--- src/rtl/esl_pkg.sv ---
package esl_pkg;

    // Fixed positions in the status word; modem lines follow from FIXED_SRCS up.
    localparam int ZC_IDX     = 0;
    localparam int HUNT_IDX   = 1;
    localparam int TXU_IDX    = 2;
    localparam int FIXED_SRCS = 3;

    // Which transitions of a source count as a change.
    typedef enum logic [1:0] {
        EDGE_BOTH = 2'd0,
        EDGE_RISE = 2'd1
    } edge_kind_e;

    // Latch control state.
    typedef struct packed {
        logic closed;
        logic pending;
    } latch_state_t;

    // Zero count and underrun report only their rising edge.
    function automatic edge_kind_e kind_of(input int idx);
        if (idx == ZC_IDX || idx == TXU_IDX)
            return EDGE_RISE;
        return EDGE_BOTH;
    endfunction

endpackage

--- src/rtl/esl_edge_detect.sv ---
module esl_edge_detect
    import esl_pkg::*;
#(
    parameter int NUM_SRC = 6
) (
    input  logic               clk,
    input  logic               rst,
    input  logic [NUM_SRC-1:0] live_i,
    output logic [NUM_SRC-1:0] event_o
);

    logic [NUM_SRC-1:0] prev_q;

    // The previous value tracks the lines even in reset, so no edge is seen
    // at reset release.
    always_ff @(posedge clk) begin
        prev_q <= live_i;
    end

    for (genvar i = 0; i < NUM_SRC; i++) begin : g_bit
        if (kind_of(i) == EDGE_RISE) begin : g_rise
            assign event_o[i] = live_i[i] & ~prev_q[i];
        end else begin : g_both
            assign event_o[i] = live_i[i] ^ prev_q[i];
        end
    end

    logic unused_rst;
    assign unused_rst = rst;

endmodule

--- src/rtl/esl_txu_flag.sv ---
module esl_txu_flag (
    input  logic clk,
    input  logic rst,
    input  logic set_i,
    input  logic clr_i,
    output logic flag_o
);

    logic flag_q;

    // A set wins over a clear arriving in the same cycle.
    always_ff @(posedge clk) begin
        if (rst)
            flag_q <= 1'b0;
        else if (set_i)
            flag_q <= 1'b1;
        else if (clr_i)
            flag_q <= 1'b0;
    end

    assign flag_o = flag_q;

endmodule

--- src/rtl/esl_latch_core.sv ---
module esl_latch_core
    import esl_pkg::*;
#(
    parameter int NUM_SRC = 6
) (
    input  logic               clk,
    input  logic               rst,
    input  logic [NUM_SRC-1:0] live_i,
    input  logic [NUM_SRC-1:0] ev_i,
    input  logic               reopen_i,
    output logic               closed_o,
    output logic               pending_o,
    output logic [NUM_SRC-1:0] snap_o
);

    latch_state_t       st_q, st_d;
    logic [NUM_SRC-1:0] snap_q, snap_d;
    logic               any_ev;

    assign any_ev = |ev_i;

    always_comb begin
        st_d   = st_q;
        snap_d = snap_q;
        if (!st_q.closed) begin
            // Transparent: the snapshot follows the lines until a change.
            snap_d = live_i;
            if (any_ev)
                st_d.closed = 1'b1;
        end else if (reopen_i) begin
            snap_d     = live_i;
            st_d.pending = 1'b0;
            // A held or simultaneous change closes the latch again at once.
            st_d.closed  = st_q.pending | any_ev;
        end else if (any_ev) begin
            st_d.pending = 1'b1;
        end
    end

    always_ff @(posedge clk) begin
        if (rst) begin
            st_q   <= '0;
            snap_q <= '0;
        end else begin
            st_q   <= st_d;
            snap_q <= snap_d;
        end
    end

    assign closed_o  = st_q.closed;
    assign pending_o = st_q.pending;
    assign snap_o    = snap_q;

endmodule

--- src/rtl/esl_ext_status_latch.sv ---
module esl_ext_status_latch
    import esl_pkg::*;
#(
    parameter  int NUM_MODEM = 3,
    localparam int NUM_SRC   = FIXED_SRCS + NUM_MODEM
) (
    input  logic                 clk,
    input  logic                 rst,
    input  logic                 zc_pulse_i,
    input  logic                 hunt_i,
    input  logic                 txu_set_i,
    input  logic                 txu_clr_cmd_i,
    input  logic [NUM_MODEM-1:0] modem_i,
    input  logic [NUM_SRC-1:0]   src_en_i,
    input  logic                 mie_i,
    input  logic                 rst_es_cmd_i,
    output logic [NUM_SRC-1:0]   status_o,
    output logic                 irq_o
);

    logic                 txu_flag;
    logic [NUM_SRC-1:0]   live_w;
    logic [NUM_SRC-1:0]   raw_ev;
    logic [NUM_SRC-1:0]   ev_en;
    logic [NUM_SRC-1:0]   snap_w;
    logic                 closed_w;
    logic                 pending_w;
    logic                 ev_any_w;

    esl_txu_flag u_txu (
        .clk    (clk),
        .rst    (rst),
        .set_i  (txu_set_i),
        .clr_i  (txu_clr_cmd_i),
        .flag_o (txu_flag)
    );

    always_comb begin
        live_w                            = '0;
        live_w[ZC_IDX]                    = zc_pulse_i;
        live_w[HUNT_IDX]                  = hunt_i;
        live_w[TXU_IDX]                   = txu_flag;
        live_w[NUM_SRC-1:FIXED_SRCS]      = modem_i;
    end

    esl_edge_detect #(.NUM_SRC(NUM_SRC)) u_edge (
        .clk     (clk),
        .rst     (rst),
        .live_i  (live_w),
        .event_o (raw_ev)
    );

    assign ev_en    = raw_ev & src_en_i;
    assign ev_any_w = |ev_en;

    esl_latch_core #(.NUM_SRC(NUM_SRC)) u_core (
        .clk       (clk),
        .rst       (rst),
        .live_i    (live_w),
        .ev_i      (ev_en),
        .reopen_i  (rst_es_cmd_i),
        .closed_o  (closed_w),
        .pending_o (pending_w),
        .snap_o    (snap_w)
    );

    // Masked bits always pass live; enabled bits show the snapshot when closed.
    for (genvar i = 0; i < NUM_SRC; i++) begin : g_out
        assign status_o[i] = (closed_w && src_en_i[i]) ? snap_w[i] : live_w[i];
    end

    assign irq_o = closed_w & mie_i;

endmodule

--- config.mk ---
export PLATFORM = sky130hd
export DESIGN_NAME = esl_ext_status_latch
export DESIGN_NICKNAME = d
export VERILOG_FILES = /design/src/rtl/esl_pkg.sv /design/src/rtl/esl_edge_detect.sv /design/src/rtl/esl_txu_flag.sv /design/src/rtl/esl_latch_core.sv /design/src/rtl/esl_ext_status_latch.sv
export SDC_FILE = /design/constraint.sdc
export NUM_CORES = 1
export LEC_CHECK = 0
export BUFFER_PORTS_ARGS = -buffer_cell sky130_fd_sc_hd__buf_2
export CAP_MARGIN = 30
export CORE_MARGIN = 4
export CORE_UTILIZATION = 41
export DETAILED_ROUTE_END_ITERATION = 12
export PLACE_DENSITY_LB_ADDON = 0.05
export SLEW_MARGIN = 20
export SYNTH_ARGS = -nofsm -noshare
export SYNTH_HDL_FRONTEND = slang
export SYNTH_SLANG_ARGS = --single-unit
--- constraint.sdc ---
create_clock -name clk -period 1.11 [get_ports clk]
set_clock_uncertainty 0.05 [all_clocks]
set_input_delay 0.222 -clock clk [delete_from_list [all_inputs] [get_ports clk]]
set_output_delay 0.222 -clock clk [all_outputs]
set_load 0.1 [all_outputs]
* After elaboration in Yosys (flattened, before gate mapping)
Cells that the tools add are included.
** Word-level totals
- Register bits after elaboration :: 15
- Bits in latches :: 0
- Bits in writable memories :: 0
- Bits in read-only memories :: 0
- Input port bits :: 17
- Output and inout port bits :: 7
- Logic and storage cells :: 42
- Memories kept :: 0
** Operators by class
- $add $sub $neg :: 0
- Multiply operators :: 0
- Div/mod/pow operators :: 0
- Magnitude comparators :: 0
- Equal/unequal tests :: 1
- Shift operators :: 0
- Muxes and demuxes :: 15
- Bitwise gates (word level) :: 11
- Reduce and logical (&&, ||, !) cells :: 10
** Operators by type and width (count)
- two-way mux 1 bit :: 13
- two-way mux 6 bit :: 2
- bitwise AND 6 bit :: 1
- logical AND 1 bit :: 6
- OR reduction 6 bit :: 1
- nonzero test 2 bit :: 2
- bitwise XOR 1 bit :: 4
- bitwise AND 1 bit :: 3
- inequality test 2 bit, second input constant :: 1
- NOT 1 bit :: 2
- AND reduction 2 bit :: 1
- bitwise OR 1 bit :: 1

* Logic depth before layout (Yosys ltp)
Gate-level depths: netlist of run 1.
- Depth in word-level cells :: 7
- Depth in mapped cells :: 4

* By module
From an unflattened synthesis of run 1, not the netlist that was laid out.
** Second synthesis, totals
- Cell total of the unflattened synthesis :: 67
- Area total of the unflattened synthesis :: 674.4 um^2
** Modules (own cells, without submodules)
- esl_latch_core :: instances 1, cells each 32, area an instance 310.3 um^2
- esl_edge_detect :: instances 1, cells each 12, area an instance 167.7 um^2
- esl_ext_status_latch :: instances 1, cells each 19, area an instance 157.7 um^2
- esl_txu_flag :: instances 1, cells each 4, area an instance 38.8 um^2

* Worst setup path before layout of run 1
Ideal clock, no wire load.
- Path type :: reg-to-output
- Start point :: reg u_core.st_q, in the netlist u_core.closed_o
- End point :: out irq_o
- Arrival time :: 1233 ps
- Setup slack :: -395 ps
- Cell stages (with the launch flop) :: 3
- Buffers on the path :: 1
- Path through :: dfxtp_1 -> buf_2 -> and2_1
** On the way
- Cells in the longest elaborated chain, start to end :: 1
** RTL lines
- from (decl) :: RTL line esl_latch_core.sv:16 : latch_state_t st_q, st_d;
- from (signal assigned) :: RTL line esl_latch_core.sv:45 : st_q <= st_d;
- bitwise AND 1 bit :: RTL line esl_ext_status_latch.sv:72 : assign irq_o = closed_w & mie_i;
- to (decl) :: RTL line esl_ext_status_latch.sv:18 : output logic irq_o
No other way between the ends.

* Worst setup path after layout of run 1
- Start point :: reg u_core.st_q, in the netlist u_core.closed_o
- End point :: out status_o[1]
** On the way
- Cells in the longest elaborated chain, start to end :: 2
** RTL lines
- logical AND 1 bit :: RTL line esl_ext_status_latch.sv:69 : assign status_o[i] = (closed_w && src_en_i[i]) ? snap_w[i] : live_w[i];
- two-way mux 1 bit :: RTL line esl_ext_status_latch.sv:69
- to (decl) :: RTL line esl_ext_status_latch.sv:17 : output logic [NUM_SRC-1:0] status_o,
No other way between the ends.

==> results.sh, run 1 <==
export IMPL_grtUsageTotal_pct=13.6
export IMPL_start_util_pct=45.2
export IMPL_area_growth_synth_to_final_pct=61.1
export IMPL_synthSimpleGateAreaFrac_pct=13.0
export IMPL_antenna_left=0
export IMPL_maxCapViolations=0
export IMPL_pre_cts_ws_ns=-0.122
export IMPL_core_um2=1370
export IMPL_regToRegSetupSlack_ns=-0.09
export IMPL_tritoncts="yes"
export IMPL_drc=0
export IMPL_p_leak_nw=0.514
export IMPL_synthesis_nets=79
export IMPL_synthXorXnorAreaFrac_pct=5.67
export IMPL_synth_fa_ha_area_share_pct=0
export IMPL_path_cells="nand2_1, mux2_4, buf_12"
export IMPL_port_buffers=23
export IMPL_ys_types=19
export IMPL_p_per_area_nw_per_um2=1400
export IMPL_antenna_found_initial=0
export IMPL_vdd_ir_drop_max_mv=1.00
export IMPL_die_area_um2=2190
export IMPL_layout_drive_gt1_share_pct=47.4
export IMPL_critPathSlowestCell="dfxtp_4"
export IMPL_cpPeakStageDelay_ns=0.39
export IMPL_synth_area_per_cell_um2=9.97
export IMPL_final_core_util_pct=72.9
export IMPL_setup_slack_ns=-0.388
export IMPL_routabilityCongestion=0.644
export IMPL_rsz0062_at_grt="yes"
export IMPL_worst_path_max_fanout=7
export IMPL_fin_crit_sh_pct=135
export IMPL_num_vias=515
export IMPL_worst_path_buf_inv=1
export IMPL_clock_latency_ns=0.27
export IMPL_die_h_um=46.8
export IMPL_worstSetupEndpointType="output port"
export IMPL_cp_required_ns=0.84
export IMPL_worst_pin_slew_ns=0.359
export IMPL_antenna_diode_count=0
export IMPL_grt_pass1_vias=533
export IMPL_netlist_area_um2=618
export IMPL_numCtsBuffers=3
export IMPL_fmax_mhz=668
export IMPL_drt_iter0_drc=3
export IMPL_ys_warn_count=0
export IMPL_maxSlewViolCount=0
export IMPL_wire_per_inst_um=11.8
export IMPL_period_needed_ns=1.50
export IMPL_hold_slack_ns=0.0520
export IMPL_synth_top_family_by_area="multiplexers"
export IMPL_clock_path_buffers=2
export IMPL_dp_hpwl_mm=1.07
export IMPL_dieWidth_um=46.8
export IMPL_tns_ns=-3.13
export IMPL_avgViaCountPerCell=4.68
export IMPL_synthMuxAreaShare_pct=20.6
export IMPL_run_status="finished with violations"
export IMPL_crit_arrival_ns=1.23
export IMPL_filler_cell_count=118
export IMPL_cp_top_family="flip-flops"
export IMPL_ios=24
export IMPL_cts_root_buf="clkbuf_4"
export IMPL_crit_path_start_kind="flop"
export IMPL_netlist_instances=62
export IMPL_wl_mm=1.30
export IMPL_cts_sink_count=15
export IMPL_grt_first_pass_wirelength_mm=2.06
export IMPL_rows=13
export IMPL_nets=113
export IMPL_finalPower_w=0.00139
export IMPL_yosysSeqAreaShare_pct=48.6
export IMPL_critPathKind="flop to output port"
export IMPL_hold_buffers=0
export IMPL_synth_compound_area_share_pct=8.10
export IMPL_holdCritPathClass="primary input to flop"
export IMPL_grt_max_degree=9
export IMPL_htree_levels=1
export IMPL_firstDrtPassIters=4
export IMPL_synth_ff_latch_count=15
export IMPL_setup_violations=15
export IMPL_relSlewSlack_pct=76.1
export IMPL_violations="setup timing"
export IMPL_hold_viol=0
export IMPL_grt_overflow=0
export IMPL_clk_pin_slew_ns=0.09
[final cells by class]
type / count / area (um2) / share of cell area, %
Multi-Input combinational cell: 41 / 332 / 33.3
Sequential cell: 15 / 304 / 30.5
Timing Repair Buffer: 32 / 304 / 30.5
Clock buffer: 4 / 26.3 / 2.64
Tap cell: 15 / 18.8 / 1.88
Inverter: 3 / 11.3 / 1.13
[path summary, 6_finish.rpt]
path / from / to / depth (start not counted)
worst max register to register: u_core.closed_o / u_core.snap_o[0] / 6
worst max-delay path: u_core.closed_o / status_o[1] / 3
worst min-delay path: modem_i[1] / u_edge.prev_q[4] / 1
worst min register to register: u_core.pending_o / u_core.pending_o / 2
[placed cells by master, fill, tap and decap left out, drive strengths merged]
cell type	instances
nand2	6
a21oi	1
a222oi	1
mux2i	6
buf	32
clkbuf	4
dfxtp	15
nor2b	1
and3b	1
xor2	4
mux2	6
a221oi	1
nand2b	1
inv	3
a211o	1
a31oi	2
o21ai	1
nor2	8
and2	1
[metrics by stage]
stage          area, um2  std cells
3_3_place_gp         941        105
4_1_cts              985        109
6_report             996        110
2_1_floorplan        649         62
5_1_grt              996        110
3_5_place_dp         941        105
[repair_timing]
action	4_1_cts	5_1_grt
endpoints found under the setup margin	15	15
pin swaps	3	1
resized for setup	4	1
setup buffers	0	1
[metal layers]
layer / GRT usage (%) / part of all wire (%)
met5: 0 / 0
met4: 9.94 / 1.8
met3: 2.30 / 5.1
met2: 22.0 / 48
met1: 16.1 / 45
[power breakdown]
part	internal [W]	switching, W
logic	0.000221	0.000273
clock network	0.000139	0.000165
registers	0.000576	0.0000218
total	0.000935	0.000459
[Yosys cell counts]
master / n / share of area [%]
dfxtp_1: 15 / 49
nor2_1: 8 / 4.9
mux2_2: 6 / 11
mux2i_1: 6 / 9.7
nand2_1: 6 / 3.6
xor2_1: 4 / 5.7
inv_1: 3 / 1.8
a31oi_1: 2 / 2.0
buf_2: 2 / 1.6
a211o_1: 1 / 1.4
a21oi_1: 1 / 0.81
a221oi_1: 1 / 1.4
a222oi_1: 1 / 1.6
and2_1: 1 / 1.0
and3b_1: 1 / 1.4
clkbuf_1: 1 / 0.61
nand2b_1: 1 / 1.0
nor2b_1: 1 / 1.0
o21ai_0: 1 / 0.81
[state kept, by name (all words and copies together), names as in the netlist]
register          count
u_core.closed_o       1
u_core.pending_o      1
u_core.snap_o         6
u_edge.prev_q         6
u_txu.flag_o          1
[cells by family (layout without fill, tap and decap cells)]
group / after synthesis / after routing
AO/OA/AOI/OAI: 7 / 7
XOR/XNOR: 4 / 4
AND/OR/NAND/NOR: 18 / 18
multiplexers: 12 / 12
flip-flops: 15 / 15
buffers and inverters: 6 / 39
(Power assumes the default switching activity.)
==> run 2: changes to the inputs <==
Settings changed: PLACE_DENSITY from default to 0.78, PLACE_DENSITY_LB_ADDON 0.05 to default.
==> run 2 against run 1 <==
  * The flow still finishes with violations (setup timing)
  * Clock power hardly changed
  * Combinational power is 1% higher
  * Critical endpoint is now status_o[5]
  * Highest routed layer unchanged
  * Non-clock buffer count is 1 higher
  * Largest power group unchanged
  * Sequential power hardly changed
  * Wire length is 1.3% higher
  * First-iteration DRC count grew to 5.0 times the previous value
  * Final cell count is 0.91% higher
  * Maximum frequency is 1.3% lower
  * Critical path type unchanged
  * Flip-flop and latch count stayed put
==> results.sh, run 2 (synthesized netlist as in run 1, its figures left out) <==
export IMPL_run_status="finished with violations"
export IMPL_violations="setup timing"
export IMPL_hold_viol=0
export IMPL_area_growth_synth_to_final_pct=63.4
export IMPL_maxSlewViolCount=0
export IMPL_grt_first_pass_wirelength_mm=2.15
export IMPL_holdCritPathClass="primary input to flop"
export IMPL_start_util_pct=45.2
export IMPL_rows=13
export IMPL_relSlewSlack_pct=75.0
export IMPL_setup_slack_ns=-0.407
export IMPL_cpPeakStageDelay_ns=0.39
export IMPL_worstSetupEndpointType="output port"
export IMPL_hold_buffers=0
export IMPL_clock_latency_ns=0.28
export IMPL_worst_pin_slew_ns=0.376
export IMPL_dp_hpwl_mm=1.04
export IMPL_critPathSlowestCell="dfxtp_4"
export IMPL_worst_path_buf_inv=1
export IMPL_regToRegSetupSlack_ns=-0.09
export IMPL_hp_start="zc_pulse_i"
export IMPL_rsz0062_at_grt="yes"
export IMPL_grt_max_degree=10
export IMPL_r2r_start="u_core.closed_o"
export IMPL_ios=24
export IMPL_cts_sink_count=15
export IMPL_wire_per_inst_um=11.9
export IMPL_p_leak_nw=0.521
export IMPL_wl_mm=1.32
export IMPL_antenna_found_initial=0
export IMPL_clk_pin_slew_ns=0.09
export IMPL_place_inst=106
export IMPL_final_core_util_pct=73.9
export IMPL_drt_iter0_drc=15
export IMPL_maxCapViolations=0
export IMPL_setup_violations=15
export IMPL_critPathKind="flop to output port"
export IMPL_grt_pass1_vias=533
export IMPL_grtUsageTotal_pct=14.0
export IMPL_final_cell_mix="buf_2, dfxtp_1, nor2_1, buf_12, buf_4"
export IMPL_path_cells="nand2_1, mux2_4, buf_12"
export IMPL_firstDrtPassIters=4
export IMPL_cts_root_buf="clkbuf_4"
export IMPL_crit_arrival_ns=1.24
export IMPL_min_delay_path_depth=1
export IMPL_p_per_area_nw_per_um2=1390
export IMPL_dieWidth_um=46.8
export IMPL_period_needed_ns=1.52
export IMPL_worst_path_max_fanout=7
export IMPL_htree_levels=1
export IMPL_antenna_left=0
export IMPL_pre_cts_ws_ns=-0.116
export IMPL_crit_path_start_kind="flop"
export IMPL_final_common_cell="buf_2"
export IMPL_port_buffers=23
export IMPL_routabilityCongestion=0.712
export IMPL_final_cells=111
export IMPL_fin_crit_sh_pct=137
export IMPL_filler_cell_count=98
export IMPL_grt_overflow=0
export IMPL_numCtsBuffers=3
export IMPL_fmax_mhz=659
export IMPL_clock_path_buffers=2
export IMPL_antenna_diode_count=0
export IMPL_die_h_um=46.8
export IMPL_cp_top_family="flip-flops"
export IMPL_core_um2=1370
export IMPL_avgViaCountPerCell=4.76
export IMPL_vdd_ir_drop_max_mv=1.22
export IMPL_worst_r2r_path_depth=6
export IMPL_die_area_um2=2190
export IMPL_layout_drive_gt1_share_pct=49.0
export IMPL_tritoncts="yes"
export IMPL_min_to="u_edge.prev_q[0]"
export IMPL_drc=0
export IMPL_num_vias=528
export IMPL_nets=114
export IMPL_cp_required_ns=0.84
export IMPL_timing_rr_end="u_core.snap_o[5]"
## run 2: where the power goes
part	internal, W	switching (W)
sequential	0.000576	0.0000246
combinational	0.000227	0.000274
clock	0.000139	0.000164
total	0.000942	0.000462
## run 2: cell type report
cell class	instances	area [um2]	area share, %
repair buffers	33	315	31.2
clock buffers	4	26.3	2.60
flip-flops and latches	15	304	30.1
inverters	3	11.3	1.12
well taps	15	18.8	1.86
multi-input cells	41	334	33.1
## run 2: stage by stage
stage | total power [W] | area (um2) | setup TNS [ns] | hold WS (ns)
after floorplan | 0.000903 | 649 | -0.546 | 0.200
after global placement | 0.00108 | 948 | -0.911 | 0.319
after detailed placement | 0.00109 | 948 | -1.04 | 0.323
after CTS | 0.00141 | 1000 | -3.23 | 0.0449
after global routing | 0.00147 | 1010 | -3.88 | 0.0453
final | 0.00140 | 1010 | -3.27 | 0.0502
## run 2: metal layers
layer	share of wire, %	global-route usage [%]	vias up
li1	-	-	279
met1	40	15.5	231
met2	54	24.9	16
met3	3.7	3.45	2
met4	1.4	6.63	0
met5	0	0	-
## run 2: what timing repair did
action | 4_1_cts | 5_1_grt
pin swaps | 3 | 2
gates cloned | 0 | 0
endpoints found under the setup margin | 15 | 15
gates resized for setup | 5 | 2
setup buffers | 1 | 0
## run 2: worst reg2reg max path: stages (launching register included)
cell	delay, ns
dfxtp_4	0.38
buf_4	0.14
buf_6	0.11
nand2b_4	0.07
buf_12	0.12
mux2i_1	0.18
nor2_1	0.05
## run 2: worst max-delay path by stage
stage | to | startpoint | cells after the start | slack [ns]
finish | status_o[5] | u_core.closed_o | 3 | -0.41
global route | status_o[5] | u_core.closed_o | 3 | -0.43
CTS | status_o[5] | u_core.closed_o | 3 | -0.39
detailed placement | status_o[5] | u_core.closed_o | 3 | -0.12
global placement | status_o[4] | u_core.closed_o | 3 | -0.11
floorplan | status_o[0] | u_core.closed_o | 3 | -0.08
